`config.mk`:
```
export PLATFORM = sky130hd
export DESIGN_NAME = pwr_req_seq
export DESIGN_NICKNAME = d
export VERILOG_FILES = /design/src/rtl/pwr_seq_pkg.sv /design/src/rtl/pwr_seq_timer.sv /design/src/rtl/pwr_seq_ctl.sv /design/src/rtl/pwr_req_seq.sv
export SDC_FILE = /design/constraint.sdc
export NUM_CORES = 1
export LEC_CHECK = 0
export BUFFER_PORTS_ARGS = -buffer_cell sky130_fd_sc_hd__buf_2
export CORE_MARGIN = 2
export CORE_UTILIZATION = 35
export CTS_BUF_LIST = sky130_fd_sc_hd__clkbuf_8
export CTS_CLUSTER_DIAMETER = 50
export CTS_CLUSTER_SIZE = 20
export DETAILED_ROUTE_END_ITERATION = 8
export GPL_TIMING_DRIVEN = 0
export PLACE_DENSITY_LB_ADDON = 0.3
export SYNTH_ARGS = -nofsm -noshare
export SYNTH_HDL_FRONTEND = slang
export SYNTH_SLANG_ARGS = --single-unit
```
`constraint.sdc`:
```
create_clock -name clk -period 5.2 [get_ports clk]
set_clock_uncertainty 0.05 [all_clocks]
set_input_delay 0 -clock clk [delete_from_list [all_inputs] [get_ports clk]]
set_output_delay 0 -clock clk [all_outputs]
set_load 0.03 [all_outputs]
```
`src/rtl/pwr_seq_pkg.sv`:
```
package pwr_seq_pkg;

    // global register offsets
    localparam logic [7:0] OFS_GSTAT = 8'h00;
    localparam logic [7:0] OFS_ISTAT = 8'h04;
    localparam logic [7:0] OFS_ICLR  = 8'h08;
    localparam logic [7:0] OFS_IEN   = 8'h0C;
    localparam logic [7:0] OFS_IMSK  = 8'h10;

    // per-channel offsets from the channel base
    localparam logic [7:0] OFS_CSHUT = 8'h04;
    localparam logic [7:0] OFS_CRES  = 8'h0C;
    localparam logic [7:0] OFS_CERR  = 8'h14;

    typedef enum logic [1:0] {
        ERR_OK   = 2'b00,
        ERR_NRDY = 2'b01,
        ERR_IO   = 2'b10
    } err_e;

    typedef enum logic [4:0] {
        S_IDLE, S_MSK_SET, S_IMR_RD, S_IMR_WR, S_IER_RD, S_IER_WR,
        S_CLR_PRE, S_RDY_RD, S_RDY_WAIT, S_SUBMIT, S_ERR_RD,
        S_RETRY_WAIT, S_CMP_RD, S_CMP_WAIT, S_CLR_POST, S_MSK_CLR, S_DONE
    } state_e;

endpackage

```
`src/rtl/pwr_seq_timer.sv`:
```
module pwr_seq_timer #(
    parameter int DELAY_CYCLES = 125
) (
    input  logic clk,
    input  logic rst_n,
    input  logic go_i,
    output logic fire_o
);
    localparam int CNT_W = $clog2(DELAY_CYCLES + 1);

    typedef struct packed {
        logic             active;
        logic [CNT_W-1:0] cnt;
    } tmr_t;

    tmr_t tmr_d, tmr_q;

    always_comb begin
        tmr_d = tmr_q;
        if (go_i) begin
            tmr_d.active = 1'b1;
            tmr_d.cnt    = CNT_W'(DELAY_CYCLES - 1);
        end else if (tmr_q.active) begin
            if (tmr_q.cnt == '0) tmr_d.active = 1'b0;
            else                 tmr_d.cnt    = tmr_q.cnt - 1'b1;
        end
    end

    always_ff @(posedge clk or negedge rst_n) begin
        if (!rst_n) tmr_q <= '0;
        else        tmr_q <= tmr_d;
    end

    assign fire_o = tmr_q.active && (tmr_q.cnt == '0);

endmodule

```
`src/rtl/pwr_seq_ctl.sv`:
```
module pwr_seq_ctl
    import pwr_seq_pkg::*;
#(
    parameter int              ADDR_W      = 16,
    parameter int              DATA_W      = 32,
    parameter logic [ADDR_W-1:0] MASK_ADDR = 'h80,
    parameter int              RDY_LIMIT   = 100,
    parameter int              RETRY_LIMIT = 100,
    parameter int              CMP_LIMIT   = 1000,
    localparam int             IDX_W       = $clog2(DATA_W)
) (
    input  logic              clk,
    input  logic              rst_n,
    input  logic              start_i,
    input  logic              on_i,
    input  logic [ADDR_W-1:0] chan_base_i,
    input  logic [IDX_W-1:0]  chan_idx_i,
    input  logic [IDX_W-1:0]  irq_idx_i,
    input  logic [DATA_W-1:0] ext_mask_i,
    output logic              busy_o,
    output logic              done_o,
    output logic [1:0]        err_o,
    output logic              bus_req_o,
    output logic              bus_we_o,
    output logic [ADDR_W-1:0] bus_addr_o,
    output logic [DATA_W-1:0] bus_wdata_o,
    input  logic              bus_ack_i,
    input  logic [DATA_W-1:0] bus_rdata_i,
    output logic              tmr_go_o,
    input  logic              tmr_fire_i
);
    localparam int POLL_MAX = (RDY_LIMIT > CMP_LIMIT) ? RDY_LIMIT : CMP_LIMIT;
    localparam int POLL_W   = $clog2(POLL_MAX + 1);
    localparam int TRY_W    = $clog2(RETRY_LIMIT + 1);

    typedef struct packed {
        state_e            st;
        logic              on;
        logic [ADDR_W-1:0] base;
        logic [IDX_W-1:0]  chan;
        logic [IDX_W-1:0]  irq;
        logic [DATA_W-1:0] mask;
        logic [DATA_W-1:0] rd;
        logic [POLL_W-1:0] poll;
        logic [TRY_W-1:0]  tries;
        err_e              err;
    } ctx_t;

    ctx_t ctx_d, ctx_q;
    state_e exit_st;
    logic [DATA_W-1:0] irq_bit, chan_bit;

    assign exit_st  = (ctx_q.mask != '0) ? S_MSK_CLR : S_DONE;
    assign irq_bit  = DATA_W'(1) << ctx_q.irq;
    assign chan_bit = DATA_W'(1) << ctx_q.chan;

    always_comb begin
        ctx_d    = ctx_q;
        tmr_go_o = 1'b0;
        unique case (ctx_q.st)
            S_IDLE: if (start_i) begin
                ctx_d.on    = on_i;
                ctx_d.base  = chan_base_i;
                ctx_d.chan  = chan_idx_i;
                ctx_d.irq   = irq_idx_i;
                ctx_d.mask  = ext_mask_i;
                ctx_d.tries = '0;
                ctx_d.err   = ERR_OK;
                ctx_d.st    = (ext_mask_i != '0) ? S_MSK_SET : S_IMR_RD;
            end
            S_MSK_SET: if (bus_ack_i) ctx_d.st = S_IMR_RD;
            S_IMR_RD: if (bus_ack_i) begin
                ctx_d.rd = bus_rdata_i;
                ctx_d.st = S_IMR_WR;
            end
            S_IMR_WR: if (bus_ack_i) ctx_d.st = S_IER_RD;
            S_IER_RD: if (bus_ack_i) begin
                ctx_d.rd = bus_rdata_i;
                ctx_d.st = S_IER_WR;
            end
            S_IER_WR: if (bus_ack_i) ctx_d.st = S_CLR_PRE;
            S_CLR_PRE: if (bus_ack_i) begin
                ctx_d.poll = '0;
                ctx_d.st   = S_RDY_RD;
            end
            S_RDY_RD: if (bus_ack_i) begin
                if (ctx_q.on ? bus_rdata_i[1] : bus_rdata_i[0]) begin
                    ctx_d.st = S_SUBMIT;
                end else if (ctx_q.poll == POLL_W'(RDY_LIMIT - 1)) begin
                    ctx_d.err = ERR_NRDY;
                    ctx_d.st  = exit_st;
                end else begin
                    ctx_d.poll = ctx_q.poll + 1'b1;
                    ctx_d.st   = S_RDY_WAIT;
                    tmr_go_o   = 1'b1;
                end
            end
            S_RDY_WAIT: if (tmr_fire_i) ctx_d.st = S_RDY_RD;
            S_SUBMIT: if (bus_ack_i) ctx_d.st = S_ERR_RD;
            S_ERR_RD: if (bus_ack_i) begin
                if (!bus_rdata_i[ctx_q.chan]) begin
                    ctx_d.poll = '0;
                    ctx_d.st   = S_CMP_RD;
                end else if (ctx_q.tries == TRY_W'(RETRY_LIMIT - 1)) begin
                    ctx_d.err = ERR_IO;
                    ctx_d.st  = exit_st;
                end else begin
                    ctx_d.tries = ctx_q.tries + 1'b1;
                    ctx_d.st    = S_RETRY_WAIT;
                    tmr_go_o    = 1'b1;
                end
            end
            S_RETRY_WAIT: if (tmr_fire_i) begin
                ctx_d.poll = '0;
                ctx_d.st   = S_RDY_RD;
            end
            S_CMP_RD: if (bus_ack_i) begin
                if (bus_rdata_i[ctx_q.irq]) begin
                    ctx_d.st = S_CLR_POST;
                end else if (ctx_q.poll == POLL_W'(CMP_LIMIT - 1)) begin
                    ctx_d.err = ERR_IO;
                    ctx_d.st  = S_CLR_POST;
                end else begin
                    ctx_d.poll = ctx_q.poll + 1'b1;
                    ctx_d.st   = S_CMP_WAIT;
                    tmr_go_o   = 1'b1;
                end
            end
            S_CMP_WAIT: if (tmr_fire_i) ctx_d.st = S_CMP_RD;
            S_CLR_POST: if (bus_ack_i) ctx_d.st = exit_st;
            S_MSK_CLR:  if (bus_ack_i) ctx_d.st = S_DONE;
            S_DONE:     ctx_d.st = S_IDLE;
            default:    ctx_d.st = S_IDLE;
        endcase
    end

    always_ff @(posedge clk or negedge rst_n) begin
        if (!rst_n) ctx_q <= '0;
        else        ctx_q <= ctx_d;
    end

    // bus port decode from the registered state
    always_comb begin
        bus_req_o   = 1'b1;
        bus_we_o    = 1'b0;
        bus_addr_o  = '0;
        bus_wdata_o = '0;
        unique case (ctx_q.st)
            S_MSK_SET:  begin bus_we_o = 1'b1; bus_addr_o = MASK_ADDR; bus_wdata_o = ctx_q.mask; end
            S_IMR_RD:   bus_addr_o = ADDR_W'(OFS_IMSK);
            S_IMR_WR:   begin bus_we_o = 1'b1; bus_addr_o = ADDR_W'(OFS_IMSK); bus_wdata_o = ctx_q.rd | irq_bit; end
            S_IER_RD:   bus_addr_o = ADDR_W'(OFS_IEN);
            S_IER_WR:   begin bus_we_o = 1'b1; bus_addr_o = ADDR_W'(OFS_IEN); bus_wdata_o = ctx_q.rd | irq_bit; end
            S_CLR_PRE,
            S_CLR_POST: begin bus_we_o = 1'b1; bus_addr_o = ADDR_W'(OFS_ICLR); bus_wdata_o = irq_bit; end
            S_RDY_RD:   bus_addr_o = ADDR_W'(OFS_GSTAT);
            S_SUBMIT:   begin
                bus_we_o    = 1'b1;
                bus_addr_o  = ctx_q.base + ADDR_W'(ctx_q.on ? OFS_CRES : OFS_CSHUT);
                bus_wdata_o = chan_bit;
            end
            S_ERR_RD:   bus_addr_o = ctx_q.base + ADDR_W'(OFS_CERR);
            S_CMP_RD:   bus_addr_o = ADDR_W'(OFS_ISTAT);
            S_MSK_CLR:  begin bus_we_o = 1'b1; bus_addr_o = MASK_ADDR; end
            default:    bus_req_o = 1'b0;
        endcase
    end

    assign busy_o = (ctx_q.st != S_IDLE);
    assign done_o = (ctx_q.st == S_DONE);
    assign err_o  = ctx_q.err;

endmodule

```
`src/rtl/pwr_req_seq.sv`:
```
module pwr_req_seq #(
    parameter int                ADDR_W       = 16,
    parameter int                DATA_W       = 32,
    parameter logic [ADDR_W-1:0] MASK_ADDR    = 'h80,
    parameter int                DELAY_CYCLES = 125,
    parameter int                RDY_LIMIT    = 100,
    parameter int                RETRY_LIMIT  = 100,
    parameter int                CMP_LIMIT    = 1000,
    localparam int               IDX_W        = $clog2(DATA_W)
) (
    input  logic              clk,
    input  logic              rst_n,
    input  logic              start_i,
    input  logic              on_i,
    input  logic [ADDR_W-1:0] chan_base_i,
    input  logic [IDX_W-1:0]  chan_idx_i,
    input  logic [IDX_W-1:0]  irq_idx_i,
    input  logic [DATA_W-1:0] ext_mask_i,
    output logic              busy_o,
    output logic              done_o,
    output logic [1:0]        err_o,
    output logic              bus_req_o,
    output logic              bus_we_o,
    output logic [ADDR_W-1:0] bus_addr_o,
    output logic [DATA_W-1:0] bus_wdata_o,
    input  logic              bus_ack_i,
    input  logic [DATA_W-1:0] bus_rdata_i
);
    logic tmr_go, tmr_fire;

    pwr_seq_ctl #(
        .ADDR_W(ADDR_W), .DATA_W(DATA_W), .MASK_ADDR(MASK_ADDR),
        .RDY_LIMIT(RDY_LIMIT), .RETRY_LIMIT(RETRY_LIMIT), .CMP_LIMIT(CMP_LIMIT)
    ) u_ctl (
        .clk(clk), .rst_n(rst_n),
        .start_i(start_i), .on_i(on_i), .chan_base_i(chan_base_i),
        .chan_idx_i(chan_idx_i), .irq_idx_i(irq_idx_i), .ext_mask_i(ext_mask_i),
        .busy_o(busy_o), .done_o(done_o), .err_o(err_o),
        .bus_req_o(bus_req_o), .bus_we_o(bus_we_o), .bus_addr_o(bus_addr_o),
        .bus_wdata_o(bus_wdata_o), .bus_ack_i(bus_ack_i), .bus_rdata_i(bus_rdata_i),
        .tmr_go_o(tmr_go), .tmr_fire_i(tmr_fire)
    );

    pwr_seq_timer #(.DELAY_CYCLES(DELAY_CYCLES)) u_tmr (
        .clk(clk), .rst_n(rst_n), .go_i(tmr_go), .fire_o(tmr_fire)
    );

endmodule

```
==> Word level (Yosys, flattened, before mapping) <==
Cells that the tools add are included.
{ "classes": {"n_addsub": 5, "order_cmp": 2, "n_eq_ne": 46, "n_shift": 2, "mux": 71, "n_bitwise": 1, "reduce_logical": 26} }
{ "op_table": {"columns": ["op", "count"], "rows": [
  ["32-bit one-hot mux with 4 select lines", 1],
  ["16-bit one-hot mux with 7 select lines", 1],
  ["5-bit 2-to-1 mux", 20],
  ["10-bit 2-to-1 mux", 9],
  ["5-bit one-hot mux with 15 select lines", 1],
  ["64-bit 2-to-1 mux", 1],
  ["32-bit nonzero test", 2],
  ["1-bit by 5-bit << shifter with 32-bit output (first input constant)", 2],
  ["10-bit one-hot mux with 5 select lines", 1],
  ["2-bit != test (second input constant)", 22],
  ["5-bit by 4-bit == test with 1-bit output (second input constant)", 8],
  ["32-bit bitwise OR", 1],
  ["11-bit AND reduction", 2],
  ["5-bit by 3-bit == test with 1-bit output (second input constant)", 4],
  ["19-bit 2-to-1 mux", 1],
  ["2-bit 2-to-1 mux", 9],
  ["9-bit 2-to-1 mux", 2],
  ["16-bit adder", 1],
  ["16-bit by 5-bit adder with 16-bit output (second input constant)", 1],
  ["8-bit 2-to-1 mux", 2],
  ["1-bit 2-to-1 mux", 15],
  ["15-bit AND reduction", 1],
  ["7-bit 2-to-1 mux", 2],
  ["7-bit one-hot mux with 2 select lines", 1],
  ["other kinds (26)", 43]
]} }
{ "totals": {"ff_bits": 123, "in_bits": 95, "out_inout_bits": 54, "word_cells": 165} }

==> Longest topological paths before layout <==
{ "depth": {"depth_word": 7, "depth_mapped": 13, "depth_no_buf": 12} }

==> Modules after synthesis <==
A second synthesis with hierarchy kept.
{ "unflattened": {"hier_cells": 869, "hier_area_um2": 7548.5} }
{ "modules_own_cells": {"columns": ["mod", "instances", "cells_per_inst", "area_each_um2", "seq_area_each_um2"], "rows": [
  ["pwr_seq_ctl", 1, 823, 7090.6, 2877.8],
  ["pwr_seq_timer", 1, 46, 457.9, 200.2]
]} }

==> Worst setup path before layout <==
Ideal clock, no wire load.
{ "synth_timing": {"path_type": "register -> output", "start": "reg u_ctl.ctx_q[112] (netlist bit)", "end": "out bus_we_o", "arrival_time_ns": 3.046, "t_required_ns": 5.150, "slack_ns": 2.104, "stages_incl_launch_ff": 7, "path_buffers": 4, "path_cell_list": "dfrtp_1 clkbuf_1 buf_1 clkbuf_1 buf_1 a21oi_1 a2111oi_0"} }
{ "synth_between": {"elab_chain_len": 3} }
{ "synth_lines": {"columns": ["item", "line", "source"], "rows": [
  ["from (decl)", "pwr_seq_ctl.sv:49", "ctx_t ctx_d, ctx_q;"],
  ["from (signal assigned)", "pwr_seq_ctl.sv:139", "else ctx_q <= ctx_d;"],
  ["5-bit by 4-bit == test with 1-bit output (tied with other cells)", "pwr_seq_ctl.sv:148", "unique case (ctx_q.st)"],
  ["7-bit OR reduction (no source line) *", null, null],
  ["1-bit 2-to-1 mux *", "pwr_seq_ctl.sv:148", null],
  ["to (decl)", "pwr_req_seq.sv:23", "output logic bus_we_o,"]
]} }
Mark *: on every way between the ends. The rest lies on a longest branch, timed or not.

==> Final worst setup path <==
{ "layout_timing": {"start": "reg u_ctl.ctx_q[111] (netlist bit)", "end": "out bus_addr_o[7]"} }
{ "layout_between": {"elab_chain_len": 3} }
{ "layout_lines": {"columns": ["item", "line", "source"], "rows": [
  ["5-bit by 4-bit == test with 1-bit output (tied with other cells)", "pwr_seq_ctl.sv:148", null],
  ["2-bit OR reduction (on tied branches)", null, null],
  ["16-bit one-hot mux with 7 select lines *", "pwr_seq_ctl.sv:148", null],
  ["to (decl)", "pwr_req_seq.sv:24", "output logic [ADDR_W-1:0] bus_addr_o,"]
]} }
Marks and branches as above.

==> flow_summary_export.csv <==
group,metric,value,unit
run_status,status,"completed",
power,peakVddDrop,456,uV
clock_network,cts_setup_buffers,0,
power,seqPwrFrac,30.7,%
sta,slew_violations,0,
drt,drt_first_pass_iters,8,
synthesis,syn_area,7620,sq um
clock_network,cts-root-buf,"clkbuf_8",
final_layout,syn2layout_area_growth,32.2,%
critical_path,slowest_delay,0.49,ns
final_layout,nNetsFinal,1246,
global_route,grt_pass1_wl,40900,microns
worst_hold_path,min_path_type,"input pin to asynchronous set/reset pin",
drt,ant_nets,0,
die,io_pins,149,
synthesis,synth_top_area_cell,"dfrtp_1",
clock_network,h-tree-depth,4,
synthesis,ys_seq_elements,123,
synthesis,synth_area_leaders,"dfrtp_1 40%, nand2_1 14%, mux2_2 5.2%, a222oi_1 4.2%, mux4_2 3.3%",
sta,worstMarginPinSlew,0.837,ns
clock_network,ctsResizeCount,0,
sta,rsz0062_at_grt,"false",
synthesis,ys.flop_type,"dfrtp_1",
critical_path,reg2reg_setup_slack,1.96,ns
synthesis,syn_inst,883,
synthesis,synth_top_family_by_area,"simple AND/OR/NAND/NOR gates",
critical_path,crit_arrival,4.00,ns
critical_path,endpoint_kind,"output pin",
synthesis,synth_common_cells,"282 x nand2_1, 123 x dfrtp_1, 55 x nor2_1, 40 x clkbuf_1, 35 x mux2_2",
clock_network,numCtsBuffers,17,
clock_network,postCtsHoldBufs,93,
global_route,antenna_found_initial,0,
synthesis,synth_fp_nets,985,
synthesis,yosysMostFrequentCell,"nand2_1",
place,dp_hpwl,19500,microns
critical_path,crit_required,5.15,ns
synthesis,yosysTopAreaCellShare,40.4,%
synthesis,syn_avg_cell_area,8.63,sq um
critical_path,critPathMaxFanout,10,
final_layout,fillers,2093,
die,dieArea,23000,sq um
place,io_buffer_count,148,
final_layout,drive_gt1_share,20.9,%
die,start_util,35.9,%
power,clkPwrFrac,15.7,%
critical_path,startpoint,"u_ctl.ctx_q[111]$_DFFE_PN0P_",
synthesis,seq_area_frac_synth,40.4,%
synthesis,async_flop_share,100,%
die,die_w,152,microns
sta,finalCriticalPeriod,4.05,ns
power,powerDensity,557,nW/um^2
synthesis,synthMuxAreaShare,11.4,%
synthesis,synth_compound_area_share,12.5,%
synthesis,synth_xor_area_share,2.64,%
power,combPwrFrac,53.6,%
critical_path,critPathMostFrequentCell,"nand2_1",
power,internal_power,2.94,mW
synthesis,synthSimpleGateAreaFrac,27.8,%
die,core.rowCount,53,
sta,holdWs,0.0389,ns
synthesis,synth_edf_count,0,
global_route,grt_max_degree,63,
global_route,gr-usage-all-layers,23.4,%
sta,setup_viol,0,
sta,setup_tns,0,ns
drt,viasPerCell,5.41,
critical_path,timing.rr.start,"u_ctl.ctx_q[113]$_DFFE_PN0P_",
power,switchingPower,2.67,mW
sta,max_freq,247,MHz
global_route,grt_pass1_vias,7563,
drt,drc,0,
clock_network,ctsLongestPathBuffers,2,
final_layout,n_antenna_cell,0,
critical_path,slowest_stage,"nor3_1",
critical_path,crit_path_cell_trace,"buf_2 -> nand2_1 -> nor3_1 -> nand2_1 -> nand2_1 -> inv_1 -> ha_1 -> a21o_1 -> a21oi_1 -> o21ai_0 -> nand3_1 -> o2111ai_1 -> a21oi_1 -> buf_2",
place,gp_congestion,0.934,
power,p_leak,4.71,nW
clock_network,cts_tree,"done",
job,cap_violations,0,
critical_path,critPathKind,"register to output pin",
drt,vias,7754,
synthesis,ys_types,65,
drt,wl,26500,microns
clock_network,clkTransAtPathRegs,0.07,ns
sta,relSlewSlack,43.8,%
die,die_h,152,microns
sta,hold_viol,0,
critical_path,critPathLaunchType,"register",
clock_network,clk_latency,0.46,ns
drt,initialDrtViolationCount,849,
die,core-area,21200,sq um
synthesis,synth-adder-area-share,1.25,%
drt,wl_per_cell,18.5,microns
synthesis,yosys_warnings,0,
sta,finalCritPeriodShare,77.9,%
global_route,grt_overflow,0,
power,netSwitchingFraction,47.5,%
clock_network,clkSinkCount,123,
[area by class of cell]
class	count	area, sq um	area share, %
Multi-Input combinational cell	686	4240	42.1
Clock inverter	13	144	1.43
Clock buffer	19	262	2.60
Timing Repair Buffer	242	1710	16.9
Buffer	56	230	2.29
Inverter	18	67.6	0.671
Tap cell	275	344	3.42
Sequential cell	123	3080	30.6
[stage by stage]
stage / instances / util [%] / total power [mW] / area, sq um / worst slack, ns
CTS: 1432 / 47.5 / 5.59 / 10100 / 1.27
detailed placement: 1307 / 41.2 / 4.65 / 8740 / 1.80
global route: 1432 / 47.5 / 5.98 / 10100 / 0.956
global placement: 1306 / 41.0 / 4.62 / 8700 / 1.79
finish: 1432 / 47.5 / 5.61 / 10100 / 1.15
floorplan: 883 / - / 3.76 / 7620 / 2.10
[worst max-delay path, delay by kind of cell (launching register included)]
| family | cells | cell delay (ns) |
|---|---|---|
| adders and majority gates | 1 | 0.26 |
| buffers and inverters | 3 | 0.51 |
| and+or+nand+nor | 5 | 1.29 |
| DFF | 1 | 0.40 |
| AOI/OAI and AO/OA | 5 | 1.10 |
[registers in the layout, indices dropped and copies added (netlist names)]
register     count
u_ctl.ctx_q    113
u_tmr.tmr_q      8
u_ctl.err_o      2
[final timing paths]
| path | endpoint | cells after the start |
|---|---|---|
| worst max register to register | u_ctl.ctx_q[65]$_DFFE_PN0P_ | 9 |
| min in group clk | u_ctl.ctx_q[110]$_DFFE_PN0P_ | 4 |
| max in group asynchronous | u_ctl.ctx_q[65]$_DFFE_PN0P_ | 3 |
| worst min register to register | u_ctl.ctx_q[36]$_DFFE_PN0P_ | 1 |
| worst min-delay path | u_ctl.ctx_q[11]$_DFFE_PN0P_ | 2 |
| worst max-delay path | bus_addr_o[7] | 14 |
[power groups by stage]
stage          logic [mW]  clock network, mW  registers, mW
4_1_cts              2.98              0.896           1.71
3_5_place_dp         2.92                  0           1.73
6_report             3.01              0.881           1.72
3_3_place_gp         2.89                  0           1.72
2_1_floorplan        2.16                  0           1.59
5_1_grt              3.28              0.931           1.77
[layer usage]
metal	vias to the layer above	wire (microns)	global-route usage, %
met1	3680	11700	32.2
met2	353	12100	36.6
met3	68	1800	4.52
met5	-	0	0
li1	3653	-	-
met4	0	943	9.21
[cells in the final DEF (no fill, tap or decap), types with 6 or more instances in the layout]
cell type,n
a21oi_1,15
xnor2_1,7
nor4_1,17
dlygate4sd3_1,93
clkbuf_1,40
a222oi_1,32
dfrtp_1,123
xor2_1,16
and3_1,8
clkbuf_8,19
nand2b_1,18
ha_1,6
buf_2,151
nand3_1,14
mux2_2,35
nand4_1,12
mux2i_1,15
mux4_2,11
or3_1,8
nor2b_1,11
nor2_1,55
inv_1,19
nand2_1,282
nor3_1,14
o21ai_0,21
buf_1,9
and2_1,12
[cell families after synthesis]
| kind of cell | count (synthesis) |
|---|---|
| AND/OR/NAND/NOR | 472 |
| multiplexers | 64 |
| flip-flops | 123 |
| AO/OA/AOI/OAI | 120 |
| XOR/XNOR | 23 |
| buffers and inverters | 74 |
| adder cells (fa/ha/maj) | 7 |
No activity file was read; power rests on OpenSTA's default activity.
